$ cat src/rtl/flash_poll_pkg.sv
// Shared types for the flash status poller.
// Assumes: result encoding is fixed at two bits and is visible at the top ports.
package flash_poll_pkg;

    typedef enum logic [1:0] {
        RES_NONE    = 2'b00,
        RES_PASS    = 2'b01,
        RES_FAIL    = 2'b10,
        RES_TIMEOUT = 2'b11
    } poll_res_e;

    typedef enum logic [1:0] {
        ST_IDLE,
        ST_RDY_WAIT,
        ST_RD_FIRST,
        ST_RD_SECOND
    } poll_state_e;

    typedef enum logic [1:0] {
        V_PASS,
        V_CONFIRM,
        V_FAIL,
        V_AGAIN
    } pair_verdict_e;

endpackage

$ cat src/rtl/poll_cycle_timer.sv
// Elapsed-cycle counter for one poll.
// Clears on the start request, counts each busy cycle and saturates at
// all-ones. Flags expiry when the count exceeds the limit; the all-ones
// limit disables expiry.
// Assumes: limit is stable while run is high.
module poll_cycle_timer #(
    parameter int CNT_W = 16
) (
    input  logic             clk,
    input  logic             rst_n,
    input  logic             clear,
    input  logic             run,
    input  logic [CNT_W-1:0] limit,
    output logic             expired
);
    localparam logic [CNT_W-1:0] CNT_MAX = {CNT_W{1'b1}};

    logic [CNT_W-1:0] count_q;

    // Purpose: clear on start, otherwise count busy cycles up to saturation.
    always_ff @(posedge clk) begin
        if (!rst_n) begin
            count_q <= '0;
        end else if (clear) begin
            count_q <= '0;
        end else if (run && (count_q != CNT_MAX)) begin
            count_q <= count_q + 1'b1;
        end
    end

    // Purpose: expiry compare, suppressed by the all-ones limit.
    always_comb begin
        expired = (limit != CNT_MAX) && (count_q > limit);
    end

endmodule

$ cat src/rtl/toggle_pair_judge.sv
// Classifies one pair of status reads.
// Equal toggle bits mean the operation has finished. A toggle with the fail
// flag set in the first word asks for one confirming pair; if that pair also
// toggles with the flag set, the operation has failed. Any other toggle means
// it is still running.
// Assumes: the caller stores only the two relevant bits of the first word.
module toggle_pair_judge (
    input  logic                          first_tog,
    input  logic                          first_fail,
    input  logic                          second_tog,
    input  logic                          confirming,
    output flash_poll_pkg::pair_verdict_e verdict
);
    import flash_poll_pkg::*;

    // Purpose: decide the next action from one completed read pair.
    always_comb begin
        if (first_tog == second_tog) begin
            verdict = V_PASS;
        end else if (first_fail) begin
            verdict = confirming ? V_FAIL : V_CONFIRM;
        end else begin
            verdict = V_AGAIN;
        end
    end

endmodule

$ cat src/rtl/flash_status_poller.sv
// Flash embedded-operation status poller (top).
// Reads pairs of status words at a latched address until the toggle bit is
// stable (success), a fail-flagged toggle repeats on a confirming pair
// (error), or the cycle limit runs out (timeout). An optional ready wait
// comes before the first read.
// Assumes: the bus acknowledges each held request eventually; the ready wait
// is bounded by the limit, the reads themselves are not aborted.
module flash_status_poller #(
    parameter int ADDR_W       = 24,
    parameter int DATA_W       = 16,
    parameter int CNT_W        = 16,
    parameter int TOGGLE_BIT   = 6,
    parameter int FAIL_BIT     = 5,
    parameter bit HAS_RDY_WAIT = 1'b1
) (
    input  logic              clk,
    input  logic              rst_n,
    input  logic              start,
    input  logic [ADDR_W-1:0] poll_addr,
    input  logic [CNT_W-1:0]  tmo_limit,
    input  logic              wait_ready,
    input  logic              dev_ready,
    output logic              bus_rd,
    output logic [ADDR_W-1:0] bus_addr,
    input  logic              bus_ack,
    input  logic [DATA_W-1:0] bus_rdata,
    output logic              busy,
    output logic              done,
    output logic [1:0]        result
);
    import flash_poll_pkg::*;

    poll_state_e       state_q;
    poll_res_e         result_q;
    pair_verdict_e     verdict;
    logic              done_q;
    logic [ADDR_W-1:0] addr_q;
    logic [CNT_W-1:0]  limit_q;
    logic              first_tog_q;
    logic              first_fail_q;
    logic              confirm_q;
    logic              expired;
    logic              launch;
    logic              rdy_gate;
    logic              rdy_seen;
    logic              unused_rdata_bits;

    assign unused_rdata_bits = ^bus_rdata;

    // Optional ready wait: without it, the inputs are ignored.
    generate
        if (HAS_RDY_WAIT) begin : g_rdy
            assign rdy_gate = wait_ready;
            assign rdy_seen = dev_ready;
        end else begin : g_no_rdy
            logic unused_rdy_pins;
            assign unused_rdy_pins = wait_ready ^ dev_ready;
            assign rdy_gate        = 1'b0;
            assign rdy_seen        = 1'b1;
        end
    endgenerate

    assign launch = (state_q == ST_IDLE) && start;

    poll_cycle_timer #(
        .CNT_W(CNT_W)
    ) u_timer (
        .clk    (clk),
        .rst_n  (rst_n),
        .clear  (launch),
        .run    (state_q != ST_IDLE),
        .limit  (limit_q),
        .expired(expired)
    );

    toggle_pair_judge u_judge (
        .first_tog (first_tog_q),
        .first_fail(first_fail_q),
        .second_tog(bus_rdata[TOGGLE_BIT]),
        .confirming(confirm_q),
        .verdict   (verdict)
    );

    // Purpose: poll sequencing, result capture and the done pulse.
    always_ff @(posedge clk) begin
        if (!rst_n) begin
            state_q      <= ST_IDLE;
            result_q     <= RES_NONE;
            done_q       <= 1'b0;
            addr_q       <= '0;
            limit_q      <= '0;
            first_tog_q  <= 1'b0;
            first_fail_q <= 1'b0;
            confirm_q    <= 1'b0;
        end else begin
            done_q <= 1'b0;
            unique case (state_q)
                ST_IDLE: begin
                    if (start) begin
                        addr_q    <= poll_addr;
                        limit_q   <= tmo_limit;
                        confirm_q <= 1'b0;
                        if (tmo_limit == '0) begin
                            done_q   <= 1'b1;
                            result_q <= RES_TIMEOUT;
                        end else if (rdy_gate) begin
                            state_q <= ST_RDY_WAIT;
                        end else begin
                            state_q <= ST_RD_FIRST;
                        end
                    end
                end
                ST_RDY_WAIT: begin
                    if (expired) begin
                        done_q   <= 1'b1;
                        result_q <= RES_TIMEOUT;
                        state_q  <= ST_IDLE;
                    end else if (rdy_seen) begin
                        state_q <= ST_RD_FIRST;
                    end
                end
                ST_RD_FIRST: begin
                    if (bus_ack) begin
                        first_tog_q  <= bus_rdata[TOGGLE_BIT];
                        first_fail_q <= bus_rdata[FAIL_BIT];
                        state_q      <= ST_RD_SECOND;
                    end
                end
                ST_RD_SECOND: begin
                    if (bus_ack) begin
                        unique case (verdict)
                            V_PASS: begin
                                done_q   <= 1'b1;
                                result_q <= RES_PASS;
                                state_q  <= ST_IDLE;
                            end
                            V_FAIL: begin
                                done_q   <= 1'b1;
                                result_q <= RES_FAIL;
                                state_q  <= ST_IDLE;
                            end
                            V_CONFIRM: begin
                                confirm_q <= 1'b1;
                                state_q   <= ST_RD_FIRST;
                            end
                            default: begin
                                if (expired) begin
                                    done_q   <= 1'b1;
                                    result_q <= RES_TIMEOUT;
                                    state_q  <= ST_IDLE;
                                end else begin
                                    confirm_q <= 1'b0;
                                    state_q   <= ST_RD_FIRST;
                                end
                            end
                        endcase
                    end
                end
                default: state_q <= ST_IDLE;
            endcase
        end
    end

    // Purpose: drive the ports from registered state.
    always_comb begin
        busy     = (state_q != ST_IDLE);
        bus_rd   = (state_q == ST_RD_FIRST) || (state_q == ST_RD_SECOND);
        bus_addr = addr_q;
        done     = done_q;
        result   = result_q;
    end

endmodule

$ cat config.mk
export PLATFORM = sky130hd
export DESIGN_NAME = flash_status_poller
export DESIGN_NICKNAME = d
export VERILOG_FILES = /design/src/rtl/flash_poll_pkg.sv /design/src/rtl/poll_cycle_timer.sv /design/src/rtl/toggle_pair_judge.sv /design/src/rtl/flash_status_poller.sv
export SDC_FILE = /design/constraint.sdc
export NUM_CORES = 1
export LEC_CHECK = 0
export BUFFER_PORTS_ARGS = -buffer_cell sky130_fd_sc_hd__buf_2
export CELL_PAD_IN_SITES_DETAIL_PLACEMENT = 0
export CELL_PAD_IN_SITES_GLOBAL_PLACEMENT = 1
export CORE_UTILIZATION = 34
export CTS_CLUSTER_DIAMETER = 40
export DETAILED_ROUTE_END_ITERATION = 16
export PLACE_DENSITY_LB_ADDON = 0.1
export SLEW_MARGIN = 20
export SYNTH_ARGS = -nofsm -noshare
export SYNTH_HDL_FRONTEND = slang
export SYNTH_HIERARCHICAL = 1
export SYNTH_SLANG_ARGS = --single-unit
$ cat constraint.sdc
create_clock -name clk -period 2.3 [get_ports clk]
set_clock_uncertainty 0.05 [all_clocks]
set_input_delay 0.345 -clock clk [delete_from_list [all_inputs] [get_ports clk]]
set_output_delay 0.345 -clock clk [all_outputs]
set_load 0.01 [all_outputs]
---- Word level (Yosys, flattened, before mapping) ----
Cells that the tools add are included.
operators by class
  div/mod/pow operators ................... 0
  equality and inequality tests ........... 17
  bitwise logic cells ..................... 1
  order comparisons ....................... 1
  shift operators ......................... 0
  multiplexer cells ....................... 30
  multiply operators ...................... 0
  reduce and logical (&&, ||, !) cells .... 17
  add/subtract/negate cells ............... 1
operators with widths
  cell                                                                     count
  16-bit inequality test, second input constant                            2
  2-bit 2-to-1 mux                                                         15
  16-bit by 1-bit adder with 16-bit output, second input constant          1
  16-bit greater-than comparator                                           1
  16-bit zero test                                                         1
  5-bit AND reduction                                                      3
  2-bit inequality test, second input constant                             6
  2-bit case mux with 3 select lines                                       2
  2-bit case mux with 4 select lines                                       1
  1-bit 2-to-1 mux                                                         7
  2-bit == test, second input constant                                     3
  1-bit case mux with 2 select lines                                       3
  2-bit by 1-bit == test with 1-bit output, second input constant          2
  2-bit zero test                                                          2
  2-bit case mux with 2 select lines                                       1
  2-bit AND reduction                                                      2
  2-bit nonzero test                                                       2
  2-bit OR reduction                                                       2
  1-bit logical AND                                                        3
  3-bit by 2-bit inequality test with 1-bit output, second input constant  1
  3-bit inequality test, second input constant                             1
  1-bit case mux with 3 select lines                                       1
  3-bit nonzero test                                                       1
  2-bit by 1-bit inequality test with 1-bit output, second input constant  1
  other kinds (3)                                                          3
storage, ports and cells
  memories ................................ 0
  bits of input ports ..................... 62
  output and inout port bits .............. 29
  register bits ........................... 64
  memory bits (writable) .................. 0
  bits in read-only memories .............. 0
  latch bits .............................. 0

---- Logic depth before layout (Yosys ltp) ----
Gate-level depths: netlist (run 1).
  depth in word-level cells ............... 8
  depth in mapped cells ................... 10

---- Modules after synthesis ----
Netlist (run 1), hierarchy kept.
by module, submodules not included
  module               cells each  area each (um^2)  instances
  flash_status_poller  245         1965.6            1
  poll_cycle_timer     155         1257.5            1
  toggle_pair_judge    4           22.5              1

---- Worst setup path before layout (run 1) ----
Ideal clock, no wire load.
  path kind ............................... register to register
  start ................................... register limit_q[14]
  end ..................................... register state_q[0]
  buffers on the path ..................... 0
  setup slack ............................. 48 ps
  setup time .............................. 129 ps
  period minus slack after synthesis ...... 2252 ps
  data arrival time ....................... 2074 ps
  stages on the path, launching flop included .. 11
  cells stage by stage .................... dfxtp_1 -> inv_1 -> ha_1 -> a21oi_1 -> nand2_1 -> a221o_1 -> o31a_1 -> nand2b_1 -> o21ai_0 -> a221oi_2 -> mux2i_1
between the ends
  word-level cells in the longest chain between the ends .. 4
  elaborated cells between the ends (all ways) .. 7
  classes of those cells .................. 1 x order compare; 2 x eq/ne; 2 x mux; 2 x reduce/logical
ends and longest elaborated chain
  element                                                                                     RTL line                    text
  from (decl)                                                                                 flash_status_poller.sv:38   logic [CNT_W-1:0] limit_q;
  from (signal assigned)                                                                      flash_status_poller.sv:101  limit_q <= tmo_limit;
  16-bit greater-than comparator / 16-bit inequality test (equally long branches)             poll_cycle_timer.sv:33      expired = (limit != CNT_MAX) && (count_q > limit);
  1-bit logical AND (*)                                                                       poll_cycle_timer.sv:33
  net expired                                                                                 flash_status_poller.sv:42   logic expired;
  3-bit inequality test (no line) / 2-bit 2-to-1 mux (equally long branches)                  --
  5-bit AND reduction (no line) / 2-bit case mux with 4 select lines (equally long branches)  --
  to (signal assigned)                                                                        flash_status_poller.sv:87   state_q <= ST_IDLE;
  to (signal assigned)                                                                        flash_status_poller.sv:107  state_q <= ST_RDY_WAIT;
  to (signal assigned)                                                                        flash_status_poller.sv:109  state_q <= ST_RD_FIRST;
  to (decl)                                                                                   flash_status_poller.sv:33   poll_state_e state_q;
Mark *: on every way through the listed nets, which the timed path passes. The rest lies on a longest branch.
A chain may end at the register's enable or synchronous reset.

---- Worst setup path in the final report (run 1) ----
  start ................................... register limit_q[14]
  end ..................................... register result_q[1] (netlist: result[1])
between the ends
  word-level cells in the longest chain between the ends .. 6
  elaborated cells between the ends (all ways) .. 7
  classes of those cells .................. 1 x order compare; 1 x eq/ne; 4 x mux; 1 x reduce/logical
ends and longest elaborated chain
  element                                                                          RTL line                    text
  16-bit greater-than comparator / 16-bit inequality test (equally long branches)  poll_cycle_timer.sv:33
  1-bit logical AND (*)                                                            poll_cycle_timer.sv:33
  net expired                                                                      flash_status_poller.sv:42
  2-bit 2-to-1 mux (*)                                                             --
  2-bit case mux with 3 select lines                                               --
  2-bit 2-to-1 mux                                                                 --
  2-bit case mux with 3 select lines (*)                                           --
  to (signal assigned)                                                             flash_status_poller.sv:88   result_q <= RES_NONE;
  to (signal assigned)                                                             flash_status_poller.sv:105  result_q <= RES_TIMEOUT;
  to (signal assigned)                                                             flash_status_poller.sv:116  result_q <= RES_TIMEOUT;
  to (decl)                                                                        flash_status_poller.sv:34   poll_res_e result_q;
Mark *: on every way through the listed nets, which the timed path passes. The rest lies on a longest branch. The select of a mux whose other input is x is not followed.

==> reports/metrics.cfg, run 1 <==
[synth]
synth_top_area_cell = dfxtp_1
syn_nets = 488
ys_ff_latch = 64
yosysMostFrequentCell = nand2_1
synth-main-ff-cell = dfxtp_1
netlist.area_leader.share = 0.3948
synthCells = 404
ys_top_cells_by_count = nand2_1 (103), dfxtp_1 (64), a21oi_1 (63)
ys_top_cells_by_area = dfxtp_1 (39%), nand2_1 (12%), a21oi_1 (9.7%), ha_1 (8.5%), inv_1 (2.8%)
ys_types = 47
netlist_area_um2 = 3246
async_reset_ff_frac = 0
syn_avg_cell_area_um2 = 8.034
ys_seq_area_frac = 0.3948
synth_edf_count = 0
yosys_warnings = 6

[timing]
fin_tns_setup_ns = -0.2781
rsz0062_at_grt = yes
tightest_slew_ns = 0.6536
setup_ws_ns = -0.07272
max_freq_mhz = 421.5
slew_violations = 0
hold_violations = 0
finalCriticalPeriod_ns = 2.373
finalSetupViolCount = 6
slew_headroom = 0.5636
holdWs_ns = 0.1821
fin_crit_sh = 1.032

[cells_and_area]
multi_input_area_um2 = 1958
stdcell_count = 658
seq_area_um2 = 1294
final.fill_count = 946
nets = 608
area_growth_pct = 37.78
drive_above_1_share = 0.3459
antenna_cells = 0
finish.utilization = 0.4840
stdcell_area_um2 = 4472

[setup_path]
critical_path.max_stage_delay_ns = 0.38
reg2reg_slack_ns = -0.07
crit_path_top_delay_cell = o31a_1
r2r_cells = 10
r2r_end = result[1]$_SDFFE_PN0P_
path_buf_inv = 2
worstSetupPathType = register to register
cpMostUsedCell = nand2_1
cp_top_family = compound AO/OA/AOI/OAI gates
critPathLaunchType = register
required_ns = 2.48
critPathArrivalTime_ns = 2.55
path_max_fanout = 4
rr_startpoint = limit_q[14]$_SDFFE_PN0P_
worstSetupEndpointType = register
cp_cell_sequence = inv_1 > ha_4 > a21oi_1 > nand2_1 > a221o_1 > o31a_1 > buf_4 > o22ai_1 > nand2_1 > o221a_1

[global_route]
grt_max_degree = 41
grt_pass1_wl_mm = 14.84
antenna_found_initial = 0
track_usage = 0.1899
grt_pass1_vias = 3184
gr-total-overflow = 0

[die]
die_h_um = 99.71
start_util = 0.3513
die_x_um = 99.71
core_um2 = 9240
num_rows = 35
die_area_um2 = 9941
ios = 91

[detailed_routing]
postRouteAntennaNets = 0
wl_per_cell_um = 13.53
vias = 3263
drt_pass1_iterations = 4
detail_route.iter0.violations = 133
drt_wl_total_mm = 8.902
via_per_inst = 4.959
drc_errors = 0

[clock_network]
cts_buffers = 9
clk_latency_ns = 0.34
htree_num_levels = 3
cts_tree = done
clk_pin_slew_ns = 0.08
cts.hold.buffers_added = 0
cts_buffer_depth = 2
clock_sinks = 64
clock-root-buffer = clkbuf_8

[hold_path]
holdPathEnd = bus_addr[1]$_SDFFE_PN0P_
hp-class = input pin to register
min_path_cells = 3
min_from = poll_addr[1]

[power_and_ir_drop]
fin_total_pwr_mw = 4.160
total_leakage_power_nw = 1.898
peakVddDrop_v = 0.0005035
p_per_area_nw_per_um2 = 930.4

[run_status]
violations = setup timing
status = finished, violations left

[place]
dp_slack_ns = -0.1608
placedCellCount = 638
place_congestion = 0.8224
dp.final_hpwl_mm = 6.364
portBuffers = 76
postPlaceCellArea_um2 = 4054

[job]
cap_violations = 0

-- repair_timing --
item | CTS | global route
pin swaps | 13 | 2
gates resized for setup | 31 | 4
setup endpoints to repair | 6 | 6
buffers inserted | 4 | 0
hold endpoints to repair | 0 | 0
-- kinds of logic after synthesis --
kind of cell               Yosys count  synth area share
AOI/OAI and AO/OA                  101            0.1931
and+or+nand+nor                    171            0.2629
DFF                                 64            0.3948
muxes                                3          0.009252
xor gates and xnor gates             2          0.005398
buffers and inverters               41           0.04973
adders and majority gates           22           0.08481
-- placed cells by master, fill, tap and decap left out, types with 3 or more instances in the layout --
cell,instances
a21oi_1,63
and4_1,5
buf_2,76
buf_4,48
clkbuf_8,9
dfxtp_1,54
dfxtp_2,10
ha_1,13
ha_4,9
inv_1,17
inv_2,8
mux2i_1,3
nand2_1,102
nand2b_1,4
nand3_1,9
nand4_1,11
nor2_1,9
nor4_1,3
nor4_2,3
o211ai_1,3
o21ai_0,5
o21ai_1,5
o31ai_1,6
or3_1,6
or4_1,5
-- flip-flops by register name (all words and copies together), names as in the netlist --
| signal | cells |
|---|---|
| bus_addr | 24 |
| confirm_q | 1 |
| done | 1 |
| first_fail_q | 1 |
| first_tog_q | 1 |
| limit_q | 16 |
| result | 2 |
| state_q | 2 |
| u_timer/count_q | 16 |
-- cell type report --
class                      instances  area share
clock buffer                      10     0.02854
inverter                          26     0.02182
clock inverter                     6     0.02071
timing repair buffer             124      0.1656
multi-input combinational        299      0.4379
tap                              129     0.03609
sequential                        64      0.2893
-- per-layer routing --
metal	GRT usage	routed length (µm)
met5	0	0
met4	0.07579	114
met3	0.04989	477
met2	0.3109	4127
met1	0.2369	4183
-- worst max path at each step --
stage | from | end | slack [ns] | cells past startpoint
after CTS | limit_q[9]$_SDFFE_PN0P_ | state_q[1]$_SDFFE_PN0P_ | -0.06 | 9
after global placement | limit_q[7]$_SDFFE_PN0P_ | confirm_q$_SDFFE_PN0P_ | -0.08 | 11
after global routing | limit_q[14]$_SDFFE_PN0P_ | result[1]$_SDFFE_PN0P_ | -0.20 | 10
final | limit_q[14]$_SDFFE_PN0P_ | result[1]$_SDFFE_PN0P_ | -0.07 | 10
after detailed placement | limit_q[1]$_SDFFE_PN0P_ | state_q[0]$_SDFFE_PN0P_ | -0.16 | 10
after floorplan | limit_q[14]$_SDFFE_PN0P_ | state_q[0]$_SDFFE_PN0P_ | 0.05 | 10
-- tightest hold or removal path: cells and delay by family --
family	cells	cell delay, ns
compound gates	1	0.05
buf+inv	1	0.09
simple gates	1	0.04
-- power breakdown --
| group | switching, mW | leakage [nW] | internal, mW |
|---|---|---|---|
| Clock | 0.476 | 0.103 | 0.616 |
| Sequential | 0.104 | 0.527 | 1.29 |
| Combinational | 0.965 | 1.27 | 0.713 |
| Total | 1.54 | 1.90 | 2.62 |
(Power assumes the default switching activity.)
==> run 2, diff against run 1 <==
==> constraint.sdc (replaced) <==
create_clock -name clk -period 2 [get_ports clk]
set_clock_uncertainty 0.05 [all_clocks]
set_input_delay 0.3 -clock clk [delete_from_list [all_inputs] [get_ports clk]]
set_output_delay 0.3 -clock clk [all_outputs]
set_load 0.01 [all_outputs]
==> run 2 against run 1 <==
Against the previous run:
- sequential cell count unchanged
- the flow still finishes with violations (setup timing)
- clock power grew 17%
- hold slack got worse by 0.050 ns
- global-route usage decreased by 0.19 points
- die area did not move
- utilization up 1.8 points
- sequential share of layout area is 0.67 points lower
- first-iteration DRC count fell by 27%
- power increased by 18%
- setup slack got worse by 0.26 ns
==> reports/metrics.cfg, run 2 (same netlist as run 1, synthesis figures left out) <==
[run_status]
status = finished, violations left
violations = setup timing

[cells_and_area]
finish.utilization = 0.5021
stdcell_count = 666
final_common_cell = nand2_1
antenna_cells = 0
final_cell_mix = nand2_1 (103), buf_2 (76), a21oi_1 (59)
largest_reg_flops = 24
area_growth_pct = 42.95
drive_above_1_share = 0.4060
nets = 616

[power_and_ir_drop]
combPwrFrac = 0.415
fin_total_pwr_mw = 4.910
seqPwrFrac = 0.326
p_sw_mw = 1.817
p_per_area_nw_per_um2 = 1058
total_leakage_power_nw = 1.957
peakVddDrop_v = 0.0004559
swShare = 0.3701
p_int_mw = 3.092
pwr-share-clk = 0.259

[setup_path]
critical_path.max_stage_delay_ns = 0.38
cp_cell_sequence = inv_2 > ha_4 > nor2b_1 > o211ai_1 > a2111oi_1 > o31a_1 > nand2b_4 > o21ai_4 > a221oi_4 > mux2i_1
cp_top_family = compound AO/OA/AOI/OAI gates
crit_path_top_delay_cell = a2111oi_1
worstSetupPathType = register to register
required_ns = 2.22
path_max_fanout = 2
critPathArrivalTime_ns = 2.55
path_buf_inv = 1
critPathLaunchType = register
worstSetupEndpointType = register

[place]
portBuffers = 76
dp_slack_ns = -0.4671
placedCellCount = 647
place_congestion = 0.8206
dp.final_hpwl_mm = 6.551

[die]
core_um2 = 9240
die_h_um = 99.71
ios = 91
num_rows = 35
die_x_um = 99.71
die_area_um2 = 9941
start_util = 0.3513

[timing]
max_freq_mhz = 428.0
finalCriticalPeriod_ns = 2.337
holdWs_ns = 0.1324
tightest_slew_ns = 0.4175
rsz0062_at_grt = yes
fin_crit_sh = 1.168
slew_violations = 0
hold_violations = 0
finalSetupViolCount = 6
slew_headroom = 0.7217
setup_ws_ns = -0.3367

[global_route]
grt_pass1_vias = 3122
antenna_found_initial = 0
grt_max_degree = 41
grt_pass1_wl_mm = 14.77
track_usage = 0.1880
gr-total-overflow = 0

[clock_network]
cts_buffers = 9
cts_tree = done
clock_sinks = 64
clock-root-buffer = clkbuf_8
cts_buffer_depth = 2
clk_latency_ns = 0.34
htree_num_levels = 3
clk_pin_slew_ns = 0.08

[hold_path]
hp-class = input pin to register

[detailed_routing]
wl_per_cell_um = 13.24
detail_route.iter0.violations = 97
drt_wl_total_mm = 8.819
drt_pass1_iterations = 4
vias = 3288
postRouteAntennaNets = 0
drc_errors = 0
via_per_inst = 4.937

[job]
cap_violations = 0

-- run 2: area by class of cell --
type	instances	area, µm²
fill	941	4601
multi-input combinational	299	2026
sequential	64	1311
timing repair buffer	132	817.0
tap	129	161.4
clock buffer	9	123.9
clock inverter	7	102.6
inverter	26	97.59
-- run 2: tightest hold or removal path, cell delays in order --
cell and delay (ns):
buf_2 0.09, nand2_1 0.04, a21oi_1 0.05
-- run 2: final timing paths --
| path | end | startpoint | cells past startpoint | slack, ns |
|---|---|---|---|---|
| hold reg to reg | bus_addr[11]$_SDFFE_PN0P_ | bus_addr[11]$_SDFFE_PN0P_ | 2 | 0.40 |
| setup / recovery | state_q[1]$_SDFFE_PN0P_ | limit_q[1]$_SDFFE_PN0P_ | 10 | -0.34 |
| hold / removal | bus_addr[5]$_SDFFE_PN0P_ | poll_addr[5] | 3 | 0.13 |
| setup reg to reg | state_q[1]$_SDFFE_PN0P_ | limit_q[1]$_SDFFE_PN0P_ | 10 | -0.34 |
-- run 2: metrics by stage --
stage	instance area, µm²	TNS, ns
2_1_floorplan	3331	-0.3965
3_5_place_dp	4219	-1.957
5_1_grt	4639	-2.403
3_3_place_gp	4219	-1.578
4_1_cts	4599	-1.532
6_report	4639	-1.771
-- run 2: routing by layer --
layer  global-route usage  part of all wire
met5                    0                 0
met2               0.3119              0.49
met3              0.04216             0.039
met1               0.2406              0.46
met4              0.06222            0.0096
-- run 2: repair_timing --
action                                  4_1_cts  5_1_grt
gates resized for setup                      32        9
hold buffers                                  0        0
gates cloned                                  0        0
buffers inserted                              1        2
endpoints found under the setup margin        6       13
pin swaps                                     8        4
-- run 2: power groups by stage --
stage	logic (mW)	registers [mW]	clock network, mW
floorplan	1.09	1.67	0
detailed placement	1.90	1.62	0
global placement	1.88	1.61	0
global route	2.27	1.63	1.36
CTS	2.01	1.60	1.31
finish	2.04	1.60	1.27
==> run 3, diff against run 2 <==
--- a/config.mk
+++ b/config.mk
@@ -5,10 +5,12 @@
 export SDC_FILE = /design/constraint.sdc
 export NUM_CORES = 1
 export LEC_CHECK = 0
+export ABC_AREA = 1
 export BUFFER_PORTS_ARGS = -buffer_cell sky130_fd_sc_hd__buf_2
 export CELL_PAD_IN_SITES_DETAIL_PLACEMENT = 0
 export CELL_PAD_IN_SITES_GLOBAL_PLACEMENT = 1
-export CORE_UTILIZATION = 34
+export CORE_MARGIN = 3
+export CORE_UTILIZATION = 37
 export CTS_CLUSTER_DIAMETER = 40
 export DETAILED_ROUTE_END_ITERATION = 16
 export PLACE_DENSITY_LB_ADDON = 0.1
==> constraint.sdc (replaced) <==
create_clock -name clk -period 2.5 [get_ports clk]
set_clock_uncertainty 0.05 [all_clocks]
set_input_delay 0.375 -clock clk [delete_from_list [all_inputs] [get_ports clk]]
set_output_delay 0.375 -clock clk [all_outputs]
set_load 0.01 [all_outputs]
==> run 3 against run 2 <==
Against the previous run:
- the run now ends clean
- global-route usage is 1.1 points lower
- clock power is 20% lower
- routed wire length decreased by 1.3%
- critical path type unchanged
==> reports/metrics.cfg, run 3 <==
[timing]
max_freq_mhz = 450.4
finalSetupViolCount = 0
fin_crit_sh = 0.8880
finalCriticalPeriod_ns = 2.220
setup_ws_ns = 0.2800
rsz0062_at_grt = no
fin_tns_setup_ns = 0
slew_violations = 0
slew_headroom = 0.6127
hold_violations = 0
tightest_slew_ns = 0.5804

[place]
dp_slack_ns = 0.2377
place_congestion = 0.7919
dp.final_hpwl_mm = 6.422
postPlaceCellArea_um2 = 4010
portBuffers = 76
placedCellCount = 694

[cells_and_area]
antenna_cells = 0
drive_above_1_share = 0.2292
finish.utilization = 0.4754
final_common_cell = nor2_1
stdcell_count = 710
area_growth_pct = 22.17
nets = 681
stdcell_area_um2 = 4247
final_cell_mix = nor2_1 (135), nand2_1 (91), buf_2 (76)
largest_reg_flops = 24

[power_and_ir_drop]
p_per_area_nw_per_um2 = 936.5
total_leakage_power_nw = 1.943
peakVddDrop_v = 0.0004055

[synth]
syn_avg_cell_area_um2 = 6.802
synth_edf_count = 0
synth-main-ff-cell = dfxtp_1
async_reset_ff_frac = 0
ys_top_cells_by_area = dfxtp_1 (37%), nor2_1 (15%), nand2_1 (9.8%), ha_1 (7.9%), inv_1 (4.6%)
ys_top_cells_by_count = nor2_1 (136), nand2_1 (91), dfxtp_1 (64)
ys_ff_latch = 64
ys_seq_area_frac = 0.3686
syn_nets = 595
yosys_warnings = 6
yosysMostFrequentCell = nor2_1
synth_top_area_cell = dfxtp_1
ys_types = 29
synthCells = 511
netlist.area_leader.share = 0.3686
netlist_area_um2 = 3476

[detailed_routing]
postRouteAntennaNets = 0
drt_wl_total_mm = 8.705
wl_per_cell_um = 12.26
vias = 3348
detail_route.iter0.violations = 100
drt_pass1_iterations = 4
drc_errors = 0
via_per_inst = 4.715

[setup_path]
cpMostUsedCell = nand2_1
cp_cell_sequence = inv_1 > ha_1 > nand2_1 > nor2_2 > and2_1 > nand2_1 > o21ai_0 > a21oi_1 > buf_4 > inv_2 > nand2_2 > nor2_2 > nor3_4 > nand3_1 > nand2_1 > nor2_1
worstSetupPathType = register to register
cp_top_family = simple AND/OR/NAND/NOR gates
required_ns = 2.68
crit_path_top_delay_cell = dfxtp_1
critPathLaunchType = register
worstSetupEndpointType = register
critical_path.max_stage_delay_ns = 0.36
critPathArrivalTime_ns = 2.40
path_max_fanout = 6
path_buf_inv = 3

[die]
num_rows = 34
ios = 91
die_h_um = 102.9
start_util = 0.3891
die_x_um = 102.9
core_um2 = 8934
die_area_um2 = 10590

[clock_network]
clk_latency_ns = 0.34
clock_sinks = 64
htree_num_levels = 3
cts_buffers = 9
cts_buffer_depth = 2
cts.hold.buffers_added = 0
clock-root-buffer = clkbuf_8
cts_tree = done
clk_pin_slew_ns = 0.08

[run_status]
status = complete, no violations

[job]
cap_violations = 0

[global_route]
grt_pass1_vias = 3307
track_usage = 0.1774
antenna_found_initial = 0
grt_pass1_wl_mm = 14.84
grt_max_degree = 49
gr-total-overflow = 0

[hold_path]
hp-class = input pin to register

[run 3: cell count changes in the layout (fill, tap and decap cells not counted), moves of 15 or more]
cell,previous run,this run
dfxtp_1,42,64
dfxtp_2,21,0
buf_4,54,15
o21ai_1,6,21
a21oi_1,59,18
nor2_1,9,135
inv_1,12,43
o21ai_0,4,29
[run 3: cell families (layout without fill, tap and decap cells)]
family | after synthesis | count (layout) | synth area share
buffers and inverters | 63 | 154 | 0.07775
AND/OR/NAND/NOR | 271 | 271 | 0.3211
XOR/XNOR | 6 | 6 | 0.01512
adder cells (fa/ha/maj) | 22 | 22 | 0.07919
AO/OA/AOI/OAI | 85 | 85 | 0.1382
flip-flops | 64 | 64 | 0.3686
[run 3: worst reg2reg max path: cells and delay by family (launching register included)]
family	cells	cell delay (ns)
DFF	1	0.36
and+or+nand+nor	10	0.88
buffers and inverters	3	0.28
AOI/OAI and AO/OA	2	0.24
adders and majority gates	1	0.30
[run 3: per-stage QoR]
stage | total power [mW] | hold WS [ns]
2_1_floorplan | 2.550 | 0.4014
3_3_place_gp | 2.951 | 0.4078
3_5_place_dp | 2.986 | 0.4162
4_1_cts | 4.034 | 0.1913
5_1_grt | 4.364 | 0.2089
6_report | 3.977 | 0.2153
[run 3: worst paths after layout]
check / startpoint / to / slack (ns) / depth (start not counted)
worst max register to register: limit_q[15]$_SDFFE_PN0P_ / state_q[0]$_SDFFE_PN0P_ / 0.28 / 16
worst max-delay path: limit_q[15]$_SDFFE_PN0P_ / state_q[0]$_SDFFE_PN0P_ / 0.28 / 16
worst min register to register: bus_addr[18]$_SDFFE_PN0P_ / bus_addr[18]$_SDFFE_PN0P_ / 0.43 / 2
worst min-delay path: poll_addr[12] / bus_addr[12]$_SDFFE_PN0P_ / 0.22 / 3
[run 3: repair_timing]
item	CTS	global route
resized for setup	0	2
setup buffers	0	0
endpoints found under the setup margin	0	2
[run 3: cell type report]
type / count / area, µm²
fillers: 1005 / 4687
multi-input cells: 384 / 1931
flip-flops and latches: 64 / 1281
repair buffers: 91 / 493.0
inverters: 47 / 176.4
clock buffers: 10 / 137.6
well taps: 108 / 135.1
clock inverters: 6 / 92.59
[run 3: layer usage]
metal  part of all wire  up-vias  global-route usage
li1                   -     1796                   -
met1               0.46     1492              0.2066
met2               0.49       58              0.3187
met3              0.047        2             0.05074
met4             0.0053        0             0.04482
met5                  0        -                   0
[run 3: report_power, final]
| group | internal (mW) | total [mW] | switching (mW) |
|---|---|---|---|
| Combinational | 0.574 | 1.56 | 0.984 |
| Sequential | 1.25 | 1.40 | 0.146 |
| Clock | 0.592 | 1.02 | 0.430 |
